==> config.mk <==
export PLATFORM = sky130hd
export DESIGN_NAME = gpio_bank
export DESIGN_NICKNAME = d
export VERILOG_FILES = /design/src/rtl/gpio_bank_pkg.sv /design/src/rtl/gpio_bank_sync.sv /design/src/rtl/gpio_bank_regs.sv /design/src/rtl/gpio_bank_drive.sv /design/src/rtl/gpio_bank.sv
export SDC_FILE = /design/constraint.sdc
export NUM_CORES = 1
export LEC_CHECK = 0
export ABC_AREA = 1
export ABC_CLOCK_PERIOD_IN_PS = 1190
export BUFFER_PORTS_ARGS = -buffer_cell sky130_fd_sc_hd__buf_4
export CELL_PAD_IN_SITES_DETAIL_PLACEMENT = 1
export CELL_PAD_IN_SITES_GLOBAL_PLACEMENT = 2
export CORE_MARGIN = 5
export CORE_UTILIZATION = 31
export DETAILED_ROUTE_END_ITERATION = 7
export PLACE_DENSITY_LB_ADDON = 0.1
export SETUP_SLACK_MARGIN = 0.1
export SYNTH_ARGS = -nofsm -noshare
export SYNTH_HDL_FRONTEND = slang
export SYNTH_SLANG_ARGS = --single-unit
==> constraint.sdc <==
create_clock -name clk -period 1.19 [get_ports clk]
set_input_delay 0.0595 -clock clk [delete_from_list [all_inputs] [get_ports clk]]
set_output_delay 0.0595 -clock clk [all_outputs]
set_load 0.01 [all_outputs]
==> src/rtl/gpio_bank_pkg.sv <==
package gpio_bank_pkg;

   localparam int BANK_W = 8;

   typedef enum logic [2:0] {
      SEL_DIR  = 3'd0,
      SEL_OUT  = 3'd1,
      SEL_LVL  = 3'd2,
      SEL_MODE = 3'd3,
      SEL_NONE = 3'd4
   } reg_sel_e;

   function automatic reg_sel_e decode_sel(input logic [7:0] addr,
                                           input logic [7:0] base);
      reg_sel_e s;
      if (addr[7:2] != base[7:2]) s = SEL_NONE;
      else begin
         case (addr[1:0])
            2'd0:    s = SEL_DIR;
            2'd1:    s = SEL_OUT;
            2'd2:    s = SEL_LVL;
            default: s = SEL_MODE;
         endcase
      end
      return s;
   endfunction

endpackage

==> src/rtl/gpio_bank_sync.sv <==
module gpio_bank_sync #(
   parameter int WIDTH  = 8,
   parameter int STAGES = 2
) (
   input  logic             clk,
   input  logic             rst_n,
   input  logic [WIDTH-1:0] async_in,
   output logic [WIDTH-1:0] sync_out
);
   initial begin
      assert (STAGES >= 2 && STAGES <= 4)
         else $error("gpio_bank_sync: STAGES out of range");
   end

   logic [WIDTH-1:0] chain [STAGES];

   generate
      for (genvar s = 0; s < STAGES; s++) begin : g_stage
         if (s == 0) begin : g_first
            always_ff @(posedge clk or negedge rst_n) begin
               if (!rst_n) chain[0] <= '0;
               else        chain[0] <= async_in;
            end
         end else begin : g_next
            always_ff @(posedge clk or negedge rst_n) begin
               if (!rst_n) chain[s] <= '0;
               else        chain[s] <= chain[s-1];
            end
         end
      end
   endgenerate

   assign sync_out = chain[STAGES-1];
endmodule

==> src/rtl/gpio_bank_regs.sv <==
module gpio_bank_regs
   import gpio_bank_pkg::*;
#(
   parameter logic [7:0] BASE_IDX  = 8'hF0,
   parameter int         PIN_COUNT = 8
) (
   input  logic        clk,
   input  logic        rst_n,
   input  logic [7:0]  reg_addr,
   input  logic        reg_wr,
   input  logic [7:0]  reg_wdata,
   input  logic [7:0]  lvl_sync,
   output logic [7:0]  reg_rdata,
   output logic [7:0]  dir_q,
   output logic [7:0]  out_q,
   output logic [7:0]  mode_q
);
   localparam logic [7:0] PIN_MASK = 8'((32'd1 << PIN_COUNT) - 32'd1);

   reg_sel_e sel;
   logic [7:0] lvl_view;

   assign sel = decode_sel(reg_addr, BASE_IDX);

   always_ff @(posedge clk or negedge rst_n) begin
      if (!rst_n) begin
         dir_q  <= '0;
         out_q  <= '0;
         mode_q <= '0;
      end else if (reg_wr) begin
         case (sel)
            SEL_DIR:  dir_q  <= reg_wdata & PIN_MASK;
            SEL_OUT:  out_q  <= reg_wdata & PIN_MASK;
            SEL_MODE: mode_q <= reg_wdata & PIN_MASK;
            default:  ;
         endcase
      end
   end

   generate
      for (genvar i = 0; i < BANK_W; i++) begin : g_view
         if (i < PIN_COUNT) begin : g_live
            assign lvl_view[i] = dir_q[i] ? out_q[i] : lvl_sync[i];
         end else begin : g_dead
            assign lvl_view[i] = 1'b0;
         end
      end
   endgenerate

   always_comb begin
      case (sel)
         SEL_DIR:  reg_rdata = dir_q;
         SEL_OUT:  reg_rdata = out_q;
         SEL_LVL:  reg_rdata = lvl_view;
         SEL_MODE: reg_rdata = mode_q;
         default:  reg_rdata = 8'h00;
      endcase
   end

   AST_DIR_WRITE: assert property (@(posedge clk) disable iff (!rst_n)
      (reg_wr && reg_addr == BASE_IDX) |=> dir_q == ($past(reg_wdata) & PIN_MASK));

   AST_LVL_READ_ONLY: assert property (@(posedge clk) disable iff (!rst_n)
      (reg_wr && reg_addr == BASE_IDX + 8'd2)
         |=> ($stable(dir_q) && $stable(out_q) && $stable(mode_q)));

   AST_FOREIGN_QUIET: assert property (@(posedge clk) disable iff (!rst_n)
      (reg_wr && reg_addr[7:2] != BASE_IDX[7:2])
         |=> ($stable(dir_q) && $stable(out_q) && $stable(mode_q)));
endmodule

==> src/rtl/gpio_bank_drive.sv <==
module gpio_bank_drive
   import gpio_bank_pkg::*;
#(
   parameter int PIN_COUNT = 8
) (
   input  logic       clk,
   input  logic       rst_n,
   input  logic [7:0] dir_q,
   input  logic [7:0] out_q,
   input  logic [7:0] mode_q,
   output logic [7:0] pad_oe,
   output logic [7:0] pad_out
);
   generate
      for (genvar i = 0; i < BANK_W; i++) begin : g_pin
         if (i < PIN_COUNT) begin : g_live
            always_comb begin
               if (!dir_q[i]) begin
                  pad_oe[i]  = 1'b0;
                  pad_out[i] = 1'b0;
               end else if (mode_q[i]) begin
                  pad_oe[i]  = 1'b1;
                  pad_out[i] = out_q[i];
               end else begin
                  pad_oe[i]  = ~out_q[i];
                  pad_out[i] = 1'b0;
               end
            end
         end else begin : g_dead
            assign pad_oe[i]  = 1'b0;
            assign pad_out[i] = 1'b0;
         end
      end
   endgenerate

   AST_OD_NO_HIGH: assert property (@(posedge clk) disable iff (!rst_n)
      ((pad_oe & ~mode_q & pad_out) == 8'h00));

   AST_PP_FOLLOWS: assert property (@(posedge clk) disable iff (!rst_n)
      ((pad_oe & mode_q) == (dir_q & mode_q)));
endmodule

==> src/rtl/gpio_bank.sv <==
module gpio_bank #(
   parameter logic [7:0] BASE_IDX    = 8'hF0,
   parameter int         PIN_COUNT   = 8,
   parameter int         SYNC_STAGES = 2
) (
   input  logic       clk,
   input  logic       rst_n,
   input  logic [7:0] reg_addr,
   input  logic       reg_wr,
   input  logic [7:0] reg_wdata,
   output logic [7:0] reg_rdata,
   input  logic [7:0] pad_in,
   output logic [7:0] pad_oe,
   output logic [7:0] pad_out
);
   initial begin
      assert (PIN_COUNT >= 4 && PIN_COUNT <= 8)
         else $error("gpio_bank: PIN_COUNT must be 4..8");
      assert (BASE_IDX[1:0] == 2'b00)
         else $error("gpio_bank: BASE_IDX must be 4-aligned");
   end

   logic [7:0] lvl_sync;
   logic [7:0] dir_q, out_q, mode_q;

   gpio_bank_sync #(.WIDTH(8), .STAGES(SYNC_STAGES)) u_sync (
      .clk(clk), .rst_n(rst_n), .async_in(pad_in), .sync_out(lvl_sync));

   gpio_bank_regs #(.BASE_IDX(BASE_IDX), .PIN_COUNT(PIN_COUNT)) u_regs (
      .clk(clk), .rst_n(rst_n), .reg_addr(reg_addr), .reg_wr(reg_wr),
      .reg_wdata(reg_wdata), .lvl_sync(lvl_sync), .reg_rdata(reg_rdata),
      .dir_q(dir_q), .out_q(out_q), .mode_q(mode_q));

   gpio_bank_drive #(.PIN_COUNT(PIN_COUNT)) u_drive (
      .clk(clk), .rst_n(rst_n), .dir_q(dir_q), .out_q(out_q),
      .mode_q(mode_q), .pad_oe(pad_oe), .pad_out(pad_out));

   AST_INPUT_RELEASED: assert property (@(posedge clk) disable iff (!rst_n)
      ((pad_oe & ~dir_q) == 8'h00));

   AST_DEAD_LANES: assert property (@(posedge clk) disable iff (!rst_n)
      (reg_wr |=> ((dir_q | out_q | mode_q | pad_oe) >> PIN_COUNT) == 8'h00));
endmodule

==> impl_metrics.env <==
export IMPL_fin_crit_ns=1.31
export IMPL_drt_initial_drc_count=41
export IMPL_avgRoutedWirePerCell_um=15.6
export IMPL_post_route_period_util_pct=110
export IMPL_cpMostUsedCell="buf_4"
export IMPL_path_max_fanout=3
export IMPL_slowest_delay_ns=0.42
export IMPL_crit_slowest_cell="dfrtp_1"
export IMPL_ctsHtreeMaxLevel=2
export IMPL_grt_usage_pct=16.0
export IMPL_cts_buffers=5
export IMPL_io_buffers=50
export IMPL_synth_cells=244
export IMPL_syn_num_nets=271
export IMPL_violations="setup timing"
export IMPL_ys_flop_type="dfrtp_1"
export IMPL_initial_core_util_pct=32.2
export IMPL_fp_dieH_um=91.6
export IMPL_vias=2026
export IMPL_avgSynthCellArea_um2=8.47
export IMPL_synth_area_um2=2070
export IMPL_row_count=29
export IMPL_gp_congestion=0.726
export IMPL_antenna_found_initial=0
export IMPL_grt_first_pass_wirelength_um=10800
export IMPL_hp_class="input pin to flip-flop"
export IMPL_io_pins=51
export IMPL_drt_total_wl_um=6480
export IMPL_layout_drive_gt1_share_pct=50.1
export IMPL_required_ns=1.13
export IMPL_yosysSeqAreaShare_pct=48.5
export IMPL_tritoncts="yes"
export IMPL_cp_arrival_ns=1.25
export IMPL_drt_pass1_iter_count=4
export IMPL_finalHoldViolCount=0
export IMPL_whs_ns=0.0354
export IMPL_fmax_mhz=762
export IMPL_synth_distinct_cells=21
export IMPL_synthArstFlopShare_pct=100
export IMPL_antenna_cells=0
export IMPL_die_w_um=91.6
export IMPL_dieArea_um2=8400
export IMPL_peakVddDrop_mv=0.415
export IMPL_setup_viol=9
export IMPL_cp_cell_sequence="buf_4 > nand4_1 > nand2_1 > inv_1 > nand3_1 > buf_4"
export IMPL_grt_overflow=0
export IMPL_cp_end_kind="primary output"
export IMPL_p_leak_uw=0.00163
export IMPL_drv_slew=0
export IMPL_ant_nets=0
export IMPL_rsz0062_at_grt="yes"
export IMPL_insertion_delay_ns=0.29
export IMPL_synth_edf_count=0
export IMPL_areaGrowthSynthToFinish_pct=56.4
export IMPL_vias_per_cell=4.87
export IMPL_nets=365
export IMPL_grt_pass1_vias=2194
export IMPL_cts_max_path_buffers=2
export IMPL_status="finished, violations left"
export IMPL_cap_violations=0
export IMPL_crit_path_start_kind="flip-flop"
export IMPL_drc=0
export IMPL_dp_hpwl_um=4370
export IMPL_worstMarginPinSlew_ns=0.525
export IMPL_core_um2=6420
export IMPL_powerDensity_nw_per_um2=899
export IMPL_clkTransAtPathRegs_ns=0.08
export IMPL_grt_max_degree=41
export IMPL_skew_ns=0.000339
export IMPL_setup_worst_path_class="flip-flop to primary output"
export IMPL_final_cells=416
export IMPL_slew_headroom_pct=65.0
export IMPL_clkSinkCount=40
export IMPL_nFillCells=765
export IMPL_root_buffer="clkbuf_8"
export IMPL_yosysWarnings=0
export IMPL_fin_ws_ns=-0.123
export IMPL_dp_cells=377
export IMPL_synth_seq_cells=40
stage by stage:
step	utilization [%]	total power (uW)	worst slack, ns	setup TNS, ns	area, um2
global route	50.3	3070	-0.222	-1.85	3230
finish	50.3	2900	-0.123	-0.797	3230
detailed placement	41.2	1870	-0.0760	-1.03	2650
CTS	47.7	2910	-0.124	-0.870	3070
floorplan	-	1650	0.101	0	2080
global placement	41.2	1860	-0.0550	-0.732	2650
path summary, 6_finish.rpt:
check,startpoint,endpoint,slack [ns],depth (start not counted)
max in group asynchronous,rst_n,u_regs.out_q[5],0.52,2
min in group asynchronous,rst_n,u_sync.sync_out[4],0.29,2
worst max-delay path,u_regs.dir_q[1],reg_rdata[1],-0.12,6
worst min-delay path,reg_wdata[2],u_regs.mode_q[2],0.04,3
worst max register to register,u_regs.out_q[4],u_regs.out_q[4],0.29,4
worst min register to register,u_sync.chain[10],u_sync.sync_out[2],0.35,0
critical path: cells and delay by family, from the launching register on:
family	cells	cell delay, ns
flops	1	0.42
buf+inv	3	0.35
simple gates	3	0.20
final cells by class:
cell class                      count  area, um2  area share, %
Sequential cell                    40       1000           31.1
Multi-Input combinational cell    150        988           30.6
Timing Repair Buffer               97        878           27.2
Inverter                           44        170           5.27
Tap cell                           77       96.3           2.98
Clock buffer                        6       82.6           2.56
Clock inverter                      2       10.0          0.310
routing by layer:
metal	GRT usage [%]	wire (um)	part of all wire (%)	up-vias
li1	-	-	-	1008
met1	19.8	2850	44	969
met2	28.0	3270	50	38
met3	3.19	238	3.7	11
met4	5.40	120	1.9	0
met5	0	0	0	-
flip-flops by register name, summed over array words and instances (netlist names):
register,flops
u_sync.chain,8
u_regs.mode_q,8
u_regs.dir_q,8
u_regs.out_q,8
u_sync.sync_out,8
what timing repair did:
| action | CTS | global route |
|---|---|---|
| resized for setup | 45 | 40 |
| endpoints found under the setup margin | 21 | 24 |
| setup buffers | 18 | 6 |
| endpoints found under the hold margin | 48 | 0 |
| hold buffers | 9 | 0 |
| pin swaps | 19 | 17 |
placed cells by master, fill, tap and decap left out, types with 3 or more instances in the layout:
cell type,instances
a21oi_2,6
buf_12,3
buf_4,61
buf_6,24
clkbuf_8,6
dfrtp_1,37
dfrtp_2,3
dlygate4sd3_1,9
inv_1,25
inv_2,17
nand2_1,49
nand2_2,4
nand3_2,6
nand4_1,40
nor2_2,3
nor3_4,5
o21ai_1,3
o21ai_2,21
power breakdown:
group / switching [uW] / internal [uW] / total, uW
clock: 477 / 463 / 940
sequential: 45.7 / 1430 / 1470
combinational: 263 / 231 / 494
total: 785 / 2120 / 2900
kinds of logic (layout without fill, tap and decap cells):
logic type | Yosys count | count (layout) | synth area share (%)
simple gates | 118 | 118 | 29.9
buf+inv | 54 | 149 | 10.8
flops | 40 | 40 | 48.5
compound gates | 32 | 32 | 10.8
Yosys cell counts (2+ instances only):
cell | n | area share (%)
clkbuf_1 | 4 | 0.73
o21ai_2 | 16 | 6.8
nand4_1 | 40 | 12
nor3_1 | 7 | 1.7
nor2_2 | 3 | 0.91
buf_6 | 2 | 1.1
nor2_1 | 3 | 0.55
a21oi_1 | 7 | 1.7
dfrtp_1 | 40 | 48
nand3_4 | 2 | 1.7
o21ai_0 | 8 | 1.9
nand2_1 | 53 | 9.6
inv_1 | 43 | 7.8
buf_2 | 2 | 0.48
nand3_1 | 8 | 1.9
Note: power is estimated with default switching activity, not from simulation.
